**src/rtl/dll_seq_pkg.sv**
```systemverilog
package dll_seq_pkg;

   // Command applied to one DLL control register on a clock edge
   typedef enum logic [1:0] {
      DLL_KEEP = 2'd0,
      DLL_ARM  = 2'd1,   // disable set, reset active
      DLL_MID  = 2'd2,   // disable cleared, reset active
      DLL_RUN  = 2'd3    // disable cleared, reset released
   } dll_cmd_e;

   typedef enum logic [2:0] {
      SQ_IDLE = 3'd0,
      SQ_M1   = 3'd1,
      SQ_M2   = 3'd2,
      SQ_M3   = 3'd3,
      SQ_L1   = 3'd4,
      SQ_L2   = 3'd5,
      SQ_L3   = 3'd6
   } seq_st_e;

endpackage

```
**src/rtl/dll_step_timer.sv**
```systemverilog
module dll_step_timer #(
   parameter int CNT_W = 8
) (
   input  logic             clk,
   input  logic             rst_n,
   input  logic             load_i,
   input  logic [CNT_W-1:0] len_i,
   output logic             expired_o
);
   logic [CNT_W-1:0] cnt_q;

   always_ff @(posedge clk or negedge rst_n) begin
      if (!rst_n)
         cnt_q <= '0;
      else if (load_i)
         cnt_q <= len_i - CNT_W'(1);
      else if (cnt_q != '0)
         cnt_q <= cnt_q - CNT_W'(1);
   end

   assign expired_o = (cnt_q == '0);
endmodule

```
**src/rtl/dll_seq_fsm.sv**
```systemverilog
module dll_seq_fsm
   import dll_seq_pkg::*;
#(
   parameter int LEN1 = 4,
   parameter int LEN2 = 44,
   parameter int LEN3 = 44
) (
   input  logic     clk,
   input  logic     rst_n,
   input  logic     start_i,
   output logic     accept_o,
   output dll_cmd_e mst_cmd_o,
   output dll_cmd_e lane_cmd_o,
   output logic     busy_o,
   output logic     done_o
);
   localparam int LEN_MAX12 = (LEN1 > LEN2) ? LEN1 : LEN2;
   localparam int LEN_MAX   = (LEN_MAX12 > LEN3) ? LEN_MAX12 : LEN3;
   localparam int CNT_W     = $clog2(LEN_MAX + 1);
   localparam logic [CNT_W-1:0] LEN1_C = CNT_W'(LEN1);
   localparam logic [CNT_W-1:0] LEN2_C = CNT_W'(LEN2);
   localparam logic [CNT_W-1:0] LEN3_C = CNT_W'(LEN3);

   seq_st_e          st_q, st_d;
   logic             load;
   logic [CNT_W-1:0] len;
   logic             expired;
   logic             fin;
   logic             done_q;

   dll_step_timer #(.CNT_W(CNT_W)) i_timer (
      .clk       (clk),
      .rst_n     (rst_n),
      .load_i    (load),
      .len_i     (len),
      .expired_o (expired)
   );

   always_comb begin
      st_d       = st_q;
      load       = 1'b0;
      len        = LEN1_C;
      mst_cmd_o  = DLL_KEEP;
      lane_cmd_o = DLL_KEEP;
      fin        = 1'b0;
      accept_o   = 1'b0;
      unique case (st_q)
         SQ_IDLE: if (start_i) begin
            st_d = SQ_M1; load = 1'b1; len = LEN1_C;
            mst_cmd_o = DLL_ARM; lane_cmd_o = DLL_ARM; accept_o = 1'b1;
         end
         SQ_M1: if (expired) begin
            st_d = SQ_M2; load = 1'b1; len = LEN2_C; mst_cmd_o = DLL_MID;
         end
         SQ_M2: if (expired) begin
            st_d = SQ_M3; load = 1'b1; len = LEN3_C; mst_cmd_o = DLL_RUN;
         end
         SQ_M3: if (expired) begin
            st_d = SQ_L1; load = 1'b1; len = LEN1_C; lane_cmd_o = DLL_ARM;
         end
         SQ_L1: if (expired) begin
            st_d = SQ_L2; load = 1'b1; len = LEN2_C; lane_cmd_o = DLL_MID;
         end
         SQ_L2: if (expired) begin
            st_d = SQ_L3; load = 1'b1; len = LEN3_C; lane_cmd_o = DLL_RUN;
         end
         SQ_L3: if (expired) begin
            st_d = SQ_IDLE; fin = 1'b1;
         end
         default: st_d = SQ_IDLE;
      endcase
   end

   always_ff @(posedge clk or negedge rst_n) begin
      if (!rst_n) begin
         st_q   <= SQ_IDLE;
         done_q <= 1'b0;
      end else begin
         st_q   <= st_d;
         done_q <= fin;
      end
   end

   assign busy_o = (st_q != SQ_IDLE);
   assign done_o = done_q;
endmodule

```
**src/rtl/dll_phase_unpack.sv**
```systemverilog
module dll_phase_unpack #(
   parameter int PHASE_W    = 32,
   parameter int MST_PH_W   = 6,
   parameter int MST_PH_LSB = 16,
   parameter int LANE_PH_W  = 4,
   parameter int MAX_LANES  = 4
) (
   input  logic [PHASE_W-1:0]             word_i,
   input  logic [MAX_LANES-1:0]           en_i,
   output logic [MST_PH_W-1:0]            mst_phase_o,
   output logic [MAX_LANES*LANE_PH_W-1:0] lane_phase_o
);
   assign mst_phase_o = word_i[MST_PH_LSB +: MST_PH_W];

   for (genvar gi = 0; gi < MAX_LANES; gi++) begin : g_lane
      assign lane_phase_o[gi*LANE_PH_W +: LANE_PH_W] =
         en_i[gi] ? word_i[gi*LANE_PH_W +: LANE_PH_W] : '0;
   end
endmodule

```
**src/rtl/dll_ctrl.sv**
```systemverilog
module dll_ctrl
   import dll_seq_pkg::*;
(
   input  logic     clk,
   input  logic     rst_n,
   input  dll_cmd_e cmd_i,
   input  logic     hold_i,
   output logic     dis_o,
   output logic     rst_n_o
);
   always_ff @(posedge clk or negedge rst_n) begin
      if (!rst_n) begin
         dis_o   <= 1'b1;
         rst_n_o <= 1'b0;
      end else if (hold_i) begin
         dis_o   <= 1'b1;
         rst_n_o <= 1'b0;
      end else begin
         unique case (cmd_i)
            DLL_ARM: begin dis_o <= 1'b1; rst_n_o <= 1'b0; end
            DLL_MID: begin dis_o <= 1'b0; rst_n_o <= 1'b0; end
            DLL_RUN: begin dis_o <= 1'b0; rst_n_o <= 1'b1; end
            default: ;
         endcase
      end
   end
endmodule

```
**src/rtl/dll_enable_seq.sv**
```systemverilog
module dll_enable_seq
   import dll_seq_pkg::*;
#(
   parameter int CLK_PER_US   = 100,
   parameter int STEP1_US     = 2,
   parameter int STEP2_US     = 22,
   parameter int STEP3_US     = 22,
   parameter int PHASE_W      = 32,
   parameter int MST_PH_W     = 6,
   parameter int MST_PH_LSB   = 16,
   parameter int LANE_PH_W    = 4,
   parameter int LANES_WIDE   = 4,
   parameter int LANES_NARROW = 2,
   localparam int MAX_LANES   = LANES_WIDE
) (
   input  logic                           clk,
   input  logic                           rst_n,
   input  logic                           start_i,
   input  logic [PHASE_W-1:0]             phase_word_i,
   input  logic                           wide_bus_i,
   output logic [MST_PH_W-1:0]            mst_phase_o,
   output logic                           mst_dis_o,
   output logic                           mst_rst_n_o,
   output logic [MAX_LANES*LANE_PH_W-1:0] lane_phase_o,
   output logic [MAX_LANES-1:0]           lane_dis_o,
   output logic [MAX_LANES-1:0]           lane_rst_n_o,
   output logic                           busy_o,
   output logic                           done_o
);
   localparam int LEN1 = STEP1_US * CLK_PER_US;
   localparam int LEN2 = STEP2_US * CLK_PER_US;
   localparam int LEN3 = STEP3_US * CLK_PER_US;

   // elaboration-time parameter checks
   if (LEN1 < 1 || LEN2 < 1 || LEN3 < 1) begin : g_bad_len
      $error("dll_enable_seq: every step must last at least one cycle");
   end
   if (LANES_NARROW < 1 || LANES_NARROW > LANES_WIDE) begin : g_bad_lanes
      $error("dll_enable_seq: narrow lane count out of range");
   end
   if (PHASE_W < MST_PH_LSB + MST_PH_W || PHASE_W < MAX_LANES * LANE_PH_W) begin : g_bad_word
      $error("dll_enable_seq: phase word too narrow for its fields");
   end

   dll_cmd_e               mst_cmd, lane_cmd;
   logic                   accept;
   logic [PHASE_W-1:0]     phase_q;
   logic [MAX_LANES-1:0]   lane_en_q, lane_en_d;

   for (genvar gi = 0; gi < MAX_LANES; gi++) begin : g_en
      assign lane_en_d[gi] = wide_bus_i ? 1'b1 : (gi < LANES_NARROW);
   end

   always_ff @(posedge clk or negedge rst_n) begin
      if (!rst_n) begin
         phase_q   <= '0;
         lane_en_q <= '0;
      end else if (accept) begin
         phase_q   <= phase_word_i;
         lane_en_q <= lane_en_d;
      end
   end

   dll_seq_fsm #(.LEN1(LEN1), .LEN2(LEN2), .LEN3(LEN3)) i_fsm (
      .clk        (clk),
      .rst_n      (rst_n),
      .start_i    (start_i),
      .accept_o   (accept),
      .mst_cmd_o  (mst_cmd),
      .lane_cmd_o (lane_cmd),
      .busy_o     (busy_o),
      .done_o     (done_o)
   );

   dll_phase_unpack #(
      .PHASE_W    (PHASE_W),
      .MST_PH_W   (MST_PH_W),
      .MST_PH_LSB (MST_PH_LSB),
      .LANE_PH_W  (LANE_PH_W),
      .MAX_LANES  (MAX_LANES)
   ) i_unpack (
      .word_i       (phase_q),
      .en_i         (lane_en_q),
      .mst_phase_o  (mst_phase_o),
      .lane_phase_o (lane_phase_o)
   );

   dll_ctrl i_mst_ctrl (
      .clk     (clk),
      .rst_n   (rst_n),
      .cmd_i   (mst_cmd),
      .hold_i  (1'b0),
      .dis_o   (mst_dis_o),
      .rst_n_o (mst_rst_n_o)
   );

   for (genvar gi = 0; gi < MAX_LANES; gi++) begin : g_lane
      dll_ctrl i_lane_ctrl (
         .clk     (clk),
         .rst_n   (rst_n),
         .cmd_i   (lane_cmd),
         .hold_i  (!lane_en_q[gi]),
         .dis_o   (lane_dis_o[gi]),
         .rst_n_o (lane_rst_n_o[gi])
      );
   end
endmodule

```
**config.mk**
```make
export PLATFORM = sky130hd
export DESIGN_NAME = dll_enable_seq
export DESIGN_NICKNAME = d
export VERILOG_FILES = /design/src/rtl/dll_seq_pkg.sv /design/src/rtl/dll_step_timer.sv /design/src/rtl/dll_seq_fsm.sv /design/src/rtl/dll_phase_unpack.sv /design/src/rtl/dll_ctrl.sv /design/src/rtl/dll_enable_seq.sv
export SDC_FILE = /design/constraint.sdc
export NUM_CORES = 1
export LEC_CHECK = 0
export ABC_AREA = 1
export BUFFER_PORTS_ARGS = -buffer_cell sky130_fd_sc_hd__buf_4
export CELL_PAD_IN_SITES_DETAIL_PLACEMENT = 2
export CELL_PAD_IN_SITES_GLOBAL_PLACEMENT = 2
export CORE_MARGIN = 5
export CORE_UTILIZATION = 29
export DETAILED_ROUTE_END_ITERATION = 7
export HOLD_SLACK_MARGIN = 0.15
export PLACE_DENSITY_LB_ADDON = 0.1
export SLEW_MARGIN = 30
export SYNTH_ARGS = -nofsm -noshare
export SYNTH_HDL_FRONTEND = slang
export SYNTH_HIERARCHICAL = 1
export SYNTH_SLANG_ARGS = --single-unit
export TNS_END_PERCENT = 50
```
**constraint.sdc**
```tcl
create_clock -name clk -period 2.4 [get_ports clk]
set_clock_uncertainty 0.1 [all_clocks]
set_input_delay 0.48 -clock clk [delete_from_list [all_inputs] [get_ports clk]]
set_output_delay 0.48 -clock clk [all_outputs]
set_load 0.01 [all_outputs]
```
; ---- Word level (Yosys, flattened, before mapping)
; Cells that the tools add are included.
[totals]
word_cells = 98
in_bits = 36
output_inout_bits = 34
reg_bits = 51
[op_classes]
n_mux = 40
n_addsub = 2
reduce_logical = 14
eq_ne = 27
[op_table]
columns = op, count
row1 = two-way mux 12 bit, 4
row2 = "inequality test 3 x 2 -> 1 bit, second input constant", 8
row3 = "subtractor 12 x 1 -> 12 bit, second input constant", 2
row4 = two-way mux 3 bit, 7
row5 = one-hot mux 3 bit (7 select lines), 1
row6 = two-way mux 4 bit, 4
row7 = two-way mux 1 bit, 15
row8 = logical NOT 12 bit, 1
row9 = "inequality test 2 x 1 -> 1 bit, second input constant", 6
row10 = nonzero test 12 bit, 1
row11 = one-hot mux 1 bit (2 select lines), 5
row12 = "== test 3 bit, second input constant", 3
row13 = "== test 2 bit, second input constant", 4
row14 = one-hot mux 2 bit (4 select lines), 1
row15 = OR reduction 2 bit, 4
row16 = AND reduction 7 bit, 1
row17 = "== test 3 x 2 -> 1 bit, second input constant", 2
row18 = one-hot mux 2 bit (3 select lines), 1
row19 = nonzero test 2 bit, 3
row20 = OR reduction 5 bit, 1
row21 = "== test 2 x 1 -> 1 bit, second input constant", 2
row22 = two-way mux 2 bit, 2
row23 = OR reduction 4 bit, 1
row24 = "== test 3 x 1 -> 1 bit, second input constant", 1
row25 = 3 further kinds, 3

; ---- Depth between registers and ports, before layout
; Gate-level depths: netlist of the first run.
[logic_depth]
depth_word = 7
ltp_mapped = 18
mapped_depth_nobuf = 16

; ---- Cells and area by module
; The synthesis of the first run kept the hierarchy.
[by_module_without_submodules]
columns = mod, seq_area_each_um2, cells_each, n_inst, area_each_um2
row1 = dll_enable_seq, 850.8, 145, 1, 1388.8
row2 = dll_step_timer, 300.3, 158, 1, 1028.5
row3 = dll_ctrl, 51.3, 17, 5, 138.9
row4 = dll_seq_fsm, 100.1, 50, 1, 357.8
row5 = dll_phase_unpack, 0.0, 38, 1, 165.2

; ---- Worst setup path after synthesis of the first run
; No wires, ideal clock.
[synth_timing]
path_kind = flip-flop to flip-flop
startpoint = register i_fsm.i_timer.cnt_q[10]
endpoint = register i_fsm.i_timer.cnt_q[4]
t_required_ps = 2180
path_stages_with_launch = 17
arrival_ps = 2005
path_slack_ps = 175
path_buffers = 1
period_less_slack_ps = 2225
setup_ps = 120
path_cell_list = dfrtp_1 nor2_1 nand3_1 nor3_2 nand2_2 nand2_1 nand2_1 inv_1 buf_6 nand2_1 nand2_1 ha_1 nand3_1 inv_1 nor2_1 o21ai_0 inv_1
[synth_via]
elab_cells_between_ends = 9
classes_between = add/sub: 1 / mux: 5 / reduce/logical: 3
[synth_rtl]
columns = item, line
row1 = from (decl), dll_step_timer.sv:10  ; logic [CNT_W-1:0] cnt_q;
row2 = from (signal assigned), dll_step_timer.sv:16  ; cnt_q <= len_i - CNT_W'(1);
row3 = from (signal assigned), dll_step_timer.sv:18  ; cnt_q <= cnt_q - CNT_W'(1);
row4 = logical NOT 12 bit (*), dll_step_timer.sv:21  ; assign expired_o = (cnt_q == '0);
row5 = net i_fsm.expired, dll_seq_fsm.sv:27  ; logic expired;
row6 = two-way mux 1 bit (*), --
row7 = one-hot mux 1 bit (2 select lines) (*), dll_seq_fsm.sv:47  ; unique case (st_q)
row8 = net i_fsm.load, dll_seq_fsm.sv:25  ; logic load;
row9 = two-way mux 12 bit / nonzero test 2 bit (equally long branches), --
; The timed path passes the listed nets; every way through them passes the cells marked *.
; A chain may end at the register's enable or synchronous reset.

; ---- Final worst setup path of the first run
[layout_timing]
startpoint = register i_fsm.i_timer.cnt_q[10]
endpoint = register i_fsm.i_timer.cnt_q[11]
; Same word-level chain as after synthesis.

==> impl_metrics.env, run 1 <==
export IMPL_outcome="finished, final reports clean"
export IMPL_post_dp_cell_area_um2=3890
export IMPL_cts_root_buf="sky130_fd_sc_hd__clkbuf_16"
export IMPL_ir_drop_mv=0.236
export IMPL_slew_at_the_pin_closest_to_its_max_slew_limit_ns=0.694
export IMPL_antenna_found_initial=0
export IMPL_postCtsHoldBufs=0
export IMPL_tightest_hold_check_type="input port to asynchronous set/reset pin"
export IMPL_ctsLongestPathBuffers=2
export IMPL_wire_per_inst_um=13.9
export IMPL_floorplan_die_height_um=116
export IMPL_setup_violations=0
export IMPL_fin_hold_ws_ns=0.121
export IMPL_clk_insertion_delay_late_ns=0.29
export IMPL_dr_first_iter_drc_count=52
export IMPL_yosysWarnings=6
export IMPL_drive_gt1_share_pct=32.9
export IMPL_cts_inserted_buffers=5
export IMPL_final_common_cell="sky130_fd_sc_hd__nand2_1"
export IMPL_die_area_um2=13500
export IMPL_num_io_pins=70
export IMPL_grt_overflow=0
export IMPL_initial_core_util_pct=29.8
export IMPL_setup_worst_path_start_class="flop"
export IMPL_drt_wl_total_mm=9.18
export IMPL_layout_worst_path_cycle_share_pct=96.4
export IMPL_core_region_area_um2=10900
export IMPL_endpoint_kind="flop"
export IMPL_maxCapViolCount=0
export IMPL_critical_path_arrival_ns=2.41
export IMPL_die_width_um=116
export IMPL_critical_path_max_fanout=7
export IMPL_dp_final_hpwl_mm=7.05
export IMPL_drt_vias_per_instance=4.27
export IMPL_critPathKind="flop to flop"
export IMPL_design_area_um2=4170
export IMPL_portBuffers=59
export IMPL_tritoncts="built"
export IMPL_drv_slew=0
export IMPL_antenna_diode_count=0
export IMPL_grt_pass1_vias=3215
export IMPL_design_power_total_mw=1.63
export IMPL_antenna_left=0
export IMPL_grt_util_all_layers_pct=14.4
export IMPL_finalHoldViolCount=0
export IMPL_design_final_nets=570
export IMPL_power_density_nw_per_um2=390
export IMPL_syn_to_final_growth_pct=27.9
export IMPL_max_clock_freq_ghz=0.432
export IMPL_power_leakage_nw=2.43
export IMPL_finalWeightedCongestion=0.783
export IMPL_htree_levels=2
export IMPL_worst_slew_margin_rel_pct=53.7
export IMPL_drc=0
export IMPL_timing_reg2reg_setup_slack_ns=0.09
export IMPL_drtPass1Iterations=6
export IMPL_clk_pin_slew_worst_paths_ns=0.07
export IMPL_rows=38
export IMPL_grt_pass1_wl_mm=15.4
export IMPL_cts_sinks=50
export IMPL_num_vias=2817
export IMPL_cp_required_ns=2.50
export IMPL_netlist_instances=436
export IMPL_rsz0062_at_grt="true"
export IMPL_mostFrequentLayoutCells="sky130_fd_sc_hd__nand2_1, sky130_fd_sc_hd__inv_1, sky130_fd_sc_hd__buf_4, sky130_fd_sc_hd__dfrtp_1, sky130_fd_sc_hd__nand2_2"
export IMPL_grt_start_max_net_pins=51
export IMPL_utilization_pct=38.2
export IMPL_synthesis_area_per_instance_um2=7.48
export IMPL_totalNegativeSetupSlack_ns=0
export IMPL_layout_min_cycle_time_ns=2.31
export IMPL_mappedNetlistArea_um2=3260
registers in the layout, indices dropped and copies added (netlist names):
| name | cells |
|---|---|
| phase_q | 22 |
| g_lane.i_lane_ctrl/rst_n_o | 4 |
| i_fsm/i_timer/cnt_q | 12 |
| i_mst_ctrl/dis_o | 1 |
| i_fsm/done_o | 1 |
| i_fsm/st_q | 3 |
| g_lane.i_lane_ctrl/dis_o | 4 |
| lane_en_q | 2 |
| i_mst_ctrl/rst_n_o | 1 |
final cells by class:
| type | instances | area [µm²] |
|---|---|---|
| Clock buffer | 5 | 125 |
| Clock inverter | 3 | 21.3 |
| Fill cell | 1308 | 6760 |
| Inverter | 93 | 372 |
| Multi-Input combinational cell | 285 | 1570 |
| Sequential cell | 50 | 1260 |
| Tap cell | 140 | 175 |
| Timing Repair Buffer | 83 | 652 |
repair_timing:
item | CTS | global route
pin swaps | 1 | 9
setup buffers | 0 | 3
resized for setup | 3 | 30
endpoints found under the setup margin | 7 | 11
per-layer routing:
layer | GRT usage, % | routed length, µm | up-vias
met5 | 0 | 0 | -
met4 | 3.48 | 73 | 0
met3 | 2.30 | 360 | 7
met2 | 27.7 | 4880 | 39
met1 | 16.7 | 3870 | 1362
li1 | - | - | 1409
report_power, final:
group | switching [mW] | internal, mW
clock | 0.342 | 0.387
sequential | 0 | 0.842
combinational | 0.0291 | 0.0266
total | 0.371 | 1.26
final timing paths:
check                      cells past startpoint                             endpoint                           startpoint
min reg2reg                                    2              phase_q[14]$_DFFE_PN0P_              phase_q[14]$_DFFE_PN0P_
max reg2reg                                   18  i_fsm/i_timer/cnt_q[11]$_DFFE_PN0P_  i_fsm/i_timer/cnt_q[10]$_DFFE_PN0P_
max in group asynchronous                      1               phase_q[7]$_DFFE_PN0P_                                rst_n
min in group clk                               3              phase_q[21]$_DFFE_PN0P_                     phase_word_i[21]
max                                           18  i_fsm/i_timer/cnt_q[11]$_DFFE_PN0P_  i_fsm/i_timer/cnt_q[10]$_DFFE_PN0P_
min                                            1   i_fsm/i_timer/cnt_q[2]$_DFFE_PN0P_                                rst_n
per-stage QoR:
stage / worst slack, ns / cells
after global placement: 0.0302 / 648
after CTS: 0.00776 / 656
final: 0.0867 / 659
after detailed placement: -0.0532 / 648
after global routing: -0.102 / 659
after floorplan: 0.175 / 446
critical path, cell delays in order, from the launching register on:
cell,delay (ns)
sky130_fd_sc_hd__dfrtp_1,0.39
sky130_fd_sc_hd__nor2_2,0.14
sky130_fd_sc_hd__nand3_2,0.09
sky130_fd_sc_hd__nor3_2,0.23
sky130_fd_sc_hd__nand2_2,0.08
sky130_fd_sc_hd__nand2_1,0.07
sky130_fd_sc_hd__nand2_1,0.06
sky130_fd_sc_hd__inv_2,0.07
sky130_fd_sc_hd__buf_12,0.12
sky130_fd_sc_hd__clkinv_8,0.07
sky130_fd_sc_hd__buf_12,0.14
sky130_fd_sc_hd__nand2_4,0.06
sky130_fd_sc_hd__nand2_4,0.05
sky130_fd_sc_hd__nor2_4,0.12
sky130_fd_sc_hd__nand2_4,0.07
sky130_fd_sc_hd__nor2_4,0.17
sky130_fd_sc_hd__nand3_2,0.09
sky130_fd_sc_hd__nand2_2,0.08
sky130_fd_sc_hd__nor2_2,0.03
Note: power is estimated with default switching activity, not from simulation.
==> inputs of run 2 (changes only) <==
--- a/config.mk
+++ b/config.mk
@@ -10,7 +10,8 @@
 export CELL_PAD_IN_SITES_DETAIL_PLACEMENT = 2
 export CELL_PAD_IN_SITES_GLOBAL_PLACEMENT = 2
 export CORE_MARGIN = 5
-export CORE_UTILIZATION = 29
+export CORE_UTILIZATION = 30
+export CTS_BUF_LIST = sky130_fd_sc_hd__clkbuf_8
 export DETAILED_ROUTE_END_ITERATION = 7
 export HOLD_SLACK_MARGIN = 0.15
 export PLACE_DENSITY_LB_ADDON = 0.1
==> impl_metrics.env, run 2 (synthesized netlist as in run 1, its figures left out) <==
export IMPL_setup_violations=0
export IMPL_critical_path_cell_chain="nor2_2 > nand3_2 > nor3_4 > nand2_2 > nand2_1 > nand2_2 > clkinvlp_4 > inv_6 > buf_6 > nand2_2 > nand2_2 > nor2_4 > nand2_2 > buf_4 > o21bai_1 > a21oi_2"
export IMPL_worst_slack_ns=0.0375
export IMPL_initial_core_util_pct=30.4
export IMPL_num_io_pins=70
export IMPL_grt_pass1_wl_mm=15.0
export IMPL_die_width_um=114
export IMPL_htree_levels=2
export IMPL_totalNegativeSetupSlack_ns=0
export IMPL_slew_at_the_pin_closest_to_its_max_slew_limit_ns=0.679
export IMPL_portBuffers=59
export IMPL_cts_root_buf="sky130_fd_sc_hd__clkbuf_8"
export IMPL_final_cell_count_no_fill=663
export IMPL_timing_reg2reg_setup_slack_ns=0.04
export IMPL_die_area_um2=13100
export IMPL_drt_vias_per_instance=4.37
export IMPL_r2r_end="i_fsm/i_timer/cnt_q[7]$_DFFE_PN0P_"
export IMPL_rows=38
export IMPL_max_clock_freq_ghz=0.423
export IMPL_power_net_switching_mw=0.345
export IMPL_power_density_nw_per_um2=345
export IMPL_core_region_area_um2=10700
export IMPL_reg_top3="phase_q x22, i_fsm/i_timer/cnt_q x12"
export IMPL_routed_top_layer="met4"
export IMPL_met3RoutedLength_um=223
export IMPL_power_frac_seq_pct=59.4
export IMPL_cts_inserted_buffers=5
export IMPL_clk_insertion_delay_late_ns=0.31
export IMPL_antenna_found_initial=0
export IMPL_wire_per_inst_um=13.3
export IMPL_design_final_nets=574
export IMPL_drt_wl_total_mm=8.84
export IMPL_layout_min_cycle_time_ns=2.36
export IMPL_clk_pin_slew_worst_paths_ns=0.10
export IMPL_ctsLongestPathBuffers=2
export IMPL_critical_path_max_fanout=9
export IMPL_floorplan_die_height_um=114
export IMPL_r2r_start="i_fsm/i_timer/cnt_q[10]$_DFFE_PN0P_"
export IMPL_final_seq_area_um2=1260
export IMPL_critical_path_endpoint="i_fsm/i_timer/cnt_q[7]$_DFFE_PN0P_"
export IMPL_internal_power_mw=1.07
export IMPL_layout_worst_path_cycle_share_pct=98.4
export IMPL_filler_cell_count=1323
export IMPL_antenna_diode_count=0
export IMPL_worst_path_most_repeated_cell="sky130_fd_sc_hd__nand2_2"
export IMPL_power_switching_fraction_pct=24.3
export IMPL_pre_cts_slack_ns=-0.220
export IMPL_worst_slew_margin_rel_pct=54.7
export IMPL_cp_depth=16
export IMPL_design_power_total_mw=1.42
export IMPL_regMostFlops="phase_q"
export IMPL_library_cell_contributing_the_largest_single_delay_on_the_critical_path="sky130_fd_sc_hd__dfrtp_1"
export IMPL_tightest_hold_check_type="input port to flop"
export IMPL_critPathKind="flop to flop"
export IMPL_tritoncts="built"
export IMPL_power_leakage_nw=2.41
export IMPL_clkPwrFrac_pct=36.6
export IMPL_critPathBufInv=4
export IMPL_grt_pass1_vias=3107
export IMPL_dr_first_iter_drc_count=66
export IMPL_largest_register_ffs=22
export IMPL_syn_to_final_growth_pct=26.0
export IMPL_rsz0062_at_grt="true"
export IMPL_detailroute_wirelength_met2_mm=4.70
export IMPL_mostFrequentLayoutCells="sky130_fd_sc_hd__nand2_1, sky130_fd_sc_hd__inv_1, sky130_fd_sc_hd__buf_4, sky130_fd_sc_hd__dfrtp_1, sky130_fd_sc_hd__nand2_2"
export IMPL_drc=0
export IMPL_drive_gt1_share_pct=33.8
export IMPL_worstRegToRegCells=16
export IMPL_dp_final_hpwl_mm=6.71
export IMPL_final_common_cell="sky130_fd_sc_hd__nand2_1"
export IMPL_critPathMaxStageDelay_ns=0.40
export IMPL_setup_worst_path_start_class="flop"
export IMPL_endpoint_kind="flop"
export IMPL_drv_slew=0
export IMPL_routedLengthMet1_mm=3.80
export IMPL_placedCellCount=645
export IMPL_grt_start_max_net_pins=51
export IMPL_finalWeightedCongestion=0.750
export IMPL_drtPass1Iterations=4
export IMPL_finalHoldViolCount=0
export IMPL_cts_sinks=50
export IMPL_maxCapViolCount=0
export IMPL_grt_util_all_layers_pct=14.2
export IMPL_num_vias=2895
export IMPL_grt_overflow=0
export IMPL_cp_top_delay_family="simple AND/OR/NAND/NOR gates"
export IMPL_power_combinational_fraction_pct=3.9
export IMPL_fin_hold_ws_ns=0.258
export IMPL_critical_path_arrival_ns=2.47
export IMPL_ir_drop_mv=0.195
export IMPL_timing_critical_path_from="i_fsm/i_timer/cnt_q[10]$_DFFE_PN0P_"
export IMPL_cp_required_ns=2.51
export IMPL_outcome="finished, final reports clean"
export IMPL_antenna_left=0
export IMPL_combined_area_of_the_multi_input_logic_cells_um2=1560
run 2: worst min path at each step:
stage	end	cells after the start	from
detailed placement	phase_q[9]$_DFFE_PN0P_	2	phase_q[9]$_DFFE_PN0P_
finish	phase_q[12]$_DFFE_PN0P_	3	phase_word_i[12]
global route	phase_q[12]$_DFFE_PN0P_	3	phase_word_i[12]
CTS	phase_q[12]$_DFFE_PN0P_	3	phase_word_i[12]
floorplan	g_lane[0].i_lane_ctrl/rst_n_o$_DFFE_PN0P_	0	rst_n
global placement	phase_q[12]$_DFFE_PN0P_	2	phase_q[12]$_DFFE_PN0P_
run 2: what timing repair did:
item	in CTS	in global routing
hold buffers	1	0
setup buffers	5	4
resized for setup	5	25
endpoints found under the hold margin	45	0
endpoints found under the setup margin	10	20
pin swaps	1	12
run 2: worst register-to-register path: stages (launching register included):
cell and delay, ns:
sky130_fd_sc_hd__dfrtp_1 0.40, sky130_fd_sc_hd__nor2_2 0.14, sky130_fd_sc_hd__nand3_2 0.12, sky130_fd_sc_hd__nor3_4 0.21, sky130_fd_sc_hd__nand2_2 0.08, sky130_fd_sc_hd__nand2_1 0.08, sky130_fd_sc_hd__nand2_2 0.06, sky130_fd_sc_hd__clkinvlp_4 0.16
sky130_fd_sc_hd__inv_6 0.08, sky130_fd_sc_hd__buf_6 0.14, sky130_fd_sc_hd__nand2_2 0.06, sky130_fd_sc_hd__nand2_2 0.07, sky130_fd_sc_hd__nor2_4 0.11, sky130_fd_sc_hd__nand2_2 0.07, sky130_fd_sc_hd__buf_4 0.14, sky130_fd_sc_hd__o21bai_1 0.15
sky130_fd_sc_hd__a21oi_2 0.07
run 2: power by group through the flow:
stage               registers (mW)  clock network [mW]  logic, mW
global placement             0.858                   0     0.0562
finish                       0.842               0.519     0.0557
floorplan                    0.859                   0    0.00526
detailed placement           0.858                   0     0.0560
global route                 0.843               0.575     0.0636
CTS                          0.842               0.549     0.0575
run 2: through the flow:
| step | utilization (%) | area (µm²) |
|---|---|---|
| 6_report | 38.3 | 4110 |
| 5_1_grt | 38.3 | 4110 |
| 4_1_cts | 37.1 | 3990 |
| 3_5_place_dp | 35.8 | 3840 |
| 3_3_place_gp | 35.8 | 3840 |
| 2_1_floorplan | - | 3300 |
run 2: final cells by class:
cell class,count,share of cell area (%)
clock inverters,3,0.456
well taps,140,4.26
repair buffers,87,16.0
multi-input cells,285,38.0
inverters,93,8.95
flip-flops and latches,50,30.6
clock buffers,5,1.67
run 2: layer usage:
metal	vias up	track usage, %
li1	1419	-
met1	1439	17.6
met2	30	26.0
met3	7	2.11
met4	0	3.09
met5	-	0
==> inputs of run 3 (changes only) <==
--- a/config.mk
+++ b/config.mk
@@ -10,7 +10,7 @@
 export CELL_PAD_IN_SITES_DETAIL_PLACEMENT = 2
 export CELL_PAD_IN_SITES_GLOBAL_PLACEMENT = 2
 export CORE_MARGIN = 5
-export CORE_UTILIZATION = 30
+export CORE_UTILIZATION = 35
 export CTS_BUF_LIST = sky130_fd_sc_hd__clkbuf_8
 export DETAILED_ROUTE_END_ITERATION = 7
 export HOLD_SLACK_MARGIN = 0.15
==> constraint.sdc (replaced) <==
create_clock -name clk -period 2.8 [get_ports clk]
set_clock_uncertainty 0.1 [all_clocks]
set_input_delay 0.56 -clock clk [delete_from_list [all_inputs] [get_ports clk]]
set_output_delay 0.56 -clock clk [all_outputs]
set_load 0.01 [all_outputs]
==> impl_metrics.env, run 3 (synthesized netlist as in run 1, its figures left out) <==
export IMPL_rows=35
export IMPL_pre_cts_slack_ns=0.302
export IMPL_grt_pass1_wl_mm=15.1
export IMPL_grt_util_all_layers_pct=16.5
export IMPL_floorplan_die_height_um=107
export IMPL_die_width_um=107
export IMPL_mostFrequentLayoutCells="sky130_fd_sc_hd__nand2_1, sky130_fd_sc_hd__inv_1, sky130_fd_sc_hd__buf_4, sky130_fd_sc_hd__dfrtp_1, sky130_fd_sc_hd__nand2_2"
export IMPL_totalNegativeSetupSlack_ns=0
export IMPL_postCtsHoldBufs=0
export IMPL_grt_pass1_vias=3302
export IMPL_layout_min_cycle_time_ns=2.51
export IMPL_htree_levels=2
export IMPL_postCtsResizedCells=0
export IMPL_outcome="finished, final reports clean"
export IMPL_reg_top3="phase_q x22, i_fsm/i_timer/cnt_q x12"
export IMPL_cp_required_ns=2.90
export IMPL_slew_at_the_pin_closest_to_its_max_slew_limit_ns=0.702
export IMPL_final_common_cell="sky130_fd_sc_hd__nand2_1"
export IMPL_finalWeightedCongestion=0.784
export IMPL_antenna_diode_count=0
export IMPL_filler_cell_count=1124
export IMPL_cts_root_buf="sky130_fd_sc_hd__clkbuf_8"
export IMPL_layout_worst_path_cycle_share_pct=89.8
export IMPL_max_clock_freq_ghz=0.398
export IMPL_design_final_nets=559
export IMPL_largest_register_ffs=22
export IMPL_num_io_pins=70
export IMPL_drt_vias_per_instance=4.53
export IMPL_antenna_found_initial=0
export IMPL_die_area_um2=11400
export IMPL_critPathKind="flop to flop"
export IMPL_power_density_nw_per_um2=313
export IMPL_portBuffers=59
export IMPL_rsz0062_at_grt="false"
export IMPL_maxCapViolCount=0
export IMPL_grt_overflow=0
export IMPL_antenna_left=0
export IMPL_worst_slack_ns=0.286
export IMPL_core_region_area_um2=9150
export IMPL_cts_repair_timing_setup_buffer_count=0
export IMPL_syn_to_final_growth_pct=18.2
export IMPL_critPathMaxStageDelay_ns=0.39
export IMPL_power_leakage_nw=2.32
export IMPL_critical_path_cell_chain="nor2_1 > nand3_1 > nor3_2 > nand2_2 > nand2_1 > nand2_1 > inv_1 > nand2_1 > nand2_1 > ha_1 > nand3_1 > inv_1 > nor2_1 > o21ai_0 > inv_1"
export IMPL_drc=0
export IMPL_tritoncts="built"
export IMPL_critPathBufInv=3
export IMPL_finalHoldViolCount=0
export IMPL_cts_sinks=50
export IMPL_cts_inserted_buffers=5
export IMPL_wire_per_inst_um=14.2
export IMPL_library_cell_contributing_the_largest_single_delay_on_the_critical_path="sky130_fd_sc_hd__dfrtp_1"
export IMPL_dr_first_iter_drc_count=45
export IMPL_ctsLongestPathBuffers=2
export IMPL_setup_worst_path_start_class="flop"
export IMPL_worst_path_most_repeated_cell="sky130_fd_sc_hd__nand2_1"
export IMPL_cp_top_delay_family="simple AND/OR/NAND/NOR gates"
export IMPL_drv_slew=0
export IMPL_drive_gt1_share_pct=27.6
export IMPL_grt_start_max_net_pins=51
export IMPL_regMostFlops="phase_q"
export IMPL_critical_path_max_fanout=6
export IMPL_critical_path_arrival_ns=2.62
export IMPL_dp_final_hpwl_mm=6.85
export IMPL_clk_insertion_delay_late_ns=0.31
export IMPL_drt_wl_total_mm=8.76
export IMPL_initial_core_util_pct=35.6
export IMPL_num_vias=2802
export IMPL_setup_violations=0
export IMPL_worst_slew_margin_rel_pct=53.2
export IMPL_clk_pin_slew_worst_paths_ns=0.10
export IMPL_drtPass1Iterations=4
export IMPL_ir_drop_mv=0.211
export IMPL_tightest_hold_check_type="input port to asynchronous set/reset pin"
export IMPL_endpoint_kind="flop"
[run 3: cell types whose count changed in the layout (fill, tap and decap cells not counted), moves of 2 or more]
cell / before / now
sky130_fd_sc_hd__inv_1: 86 / 89
sky130_fd_sc_hd__nand2_2: 35 / 27
sky130_fd_sc_hd__a21oi_1: 4 / 6
sky130_fd_sc_hd__inv_2: 3 / 1
sky130_fd_sc_hd__buf_4: 85 / 72
sky130_fd_sc_hd__a21oi_2: 8 / 6
sky130_fd_sc_hd__nor2_1: 11 / 14
sky130_fd_sc_hd__nand3_1: 6 / 10
sky130_fd_sc_hd__nand2_1: 151 / 159
sky130_fd_sc_hd__nor2_4: 6 / 4
sky130_fd_sc_hd__nand3_2: 7 / 4
[run 3: final timing paths]
check | startpoint | endpoint | slack, ns | cells after the start
max in group asynchronous | rst_n | lane_en_q[1]$_DFFE_PN0P_ | 1.94 | 1
min in group clk | phase_word_i[9] | phase_q[9]$_DFFE_PN0P_ | 0.34 | 3
min | rst_n | i_fsm/st_q[1]$_DFFE_PN0P_ | 0.19 | 1
min reg2reg | phase_q[11]$_DFFE_PN0P_ | phase_q[11]$_DFFE_PN0P_ | 0.38 | 2
max reg2reg | i_fsm/i_timer/cnt_q[10]$_DFFE_PN0P_ | i_fsm/i_timer/cnt_q[4]$_DFFE_PN0P_ | 0.29 | 15
max | i_fsm/i_timer/cnt_q[10]$_DFFE_PN0P_ | i_fsm/i_timer/cnt_q[4]$_DFFE_PN0P_ | 0.29 | 15
[run 3: cell type report]
type / instances / area (µm²) / area share, %
multi-input cells: 285 / 1470 / 38.1
flip-flops and latches: 50 / 1260 / 32.6
repair buffers: 72 / 541 / 14.0
inverters: 93 / 364 / 9.44
well taps: 111 / 139 / 3.60
clock buffers: 5 / 68.8 / 1.78
clock inverters: 3 / 18.8 / 0.487
[run 3: per-stage QoR]
| stage | power (mW) | instances | hold WS [ns] | instance area [µm²] | utilization [%] |
|---|---|---|---|---|---|
| 3_3_place_gp | 0.783 | 611 | 0.354 | 3770 | 41.2 |
| 5_1_grt | 1.27 | 619 | 0.238 | 3860 | 42.1 |
| 3_5_place_dp | 0.784 | 611 | 0.363 | 3770 | 41.2 |
| 2_1_floorplan | 0.741 | 446 | 0.164 | 3300 | - |
| 6_report | 1.21 | 619 | 0.191 | 3860 | 42.1 |
| 4_1_cts | 1.23 | 619 | 0.212 | 3860 | 42.1 |
[run 3: report_power, final]
group          internal (mW)  total, mW  switching [mW]
combinational         0.0228     0.0471          0.0244
sequential             0.722      0.722               0
clock                  0.173      0.439           0.266
total                  0.918       1.21           0.290
[run 3: layer usage]
layer,up-vias,track usage [%],share of wire (%)
li1,1382,-,-
met1,1379,18.1,41
met2,34,32.9,55
met3,7,2.85,2.8
met4,0,3.38,0.94
met5,-,0,0
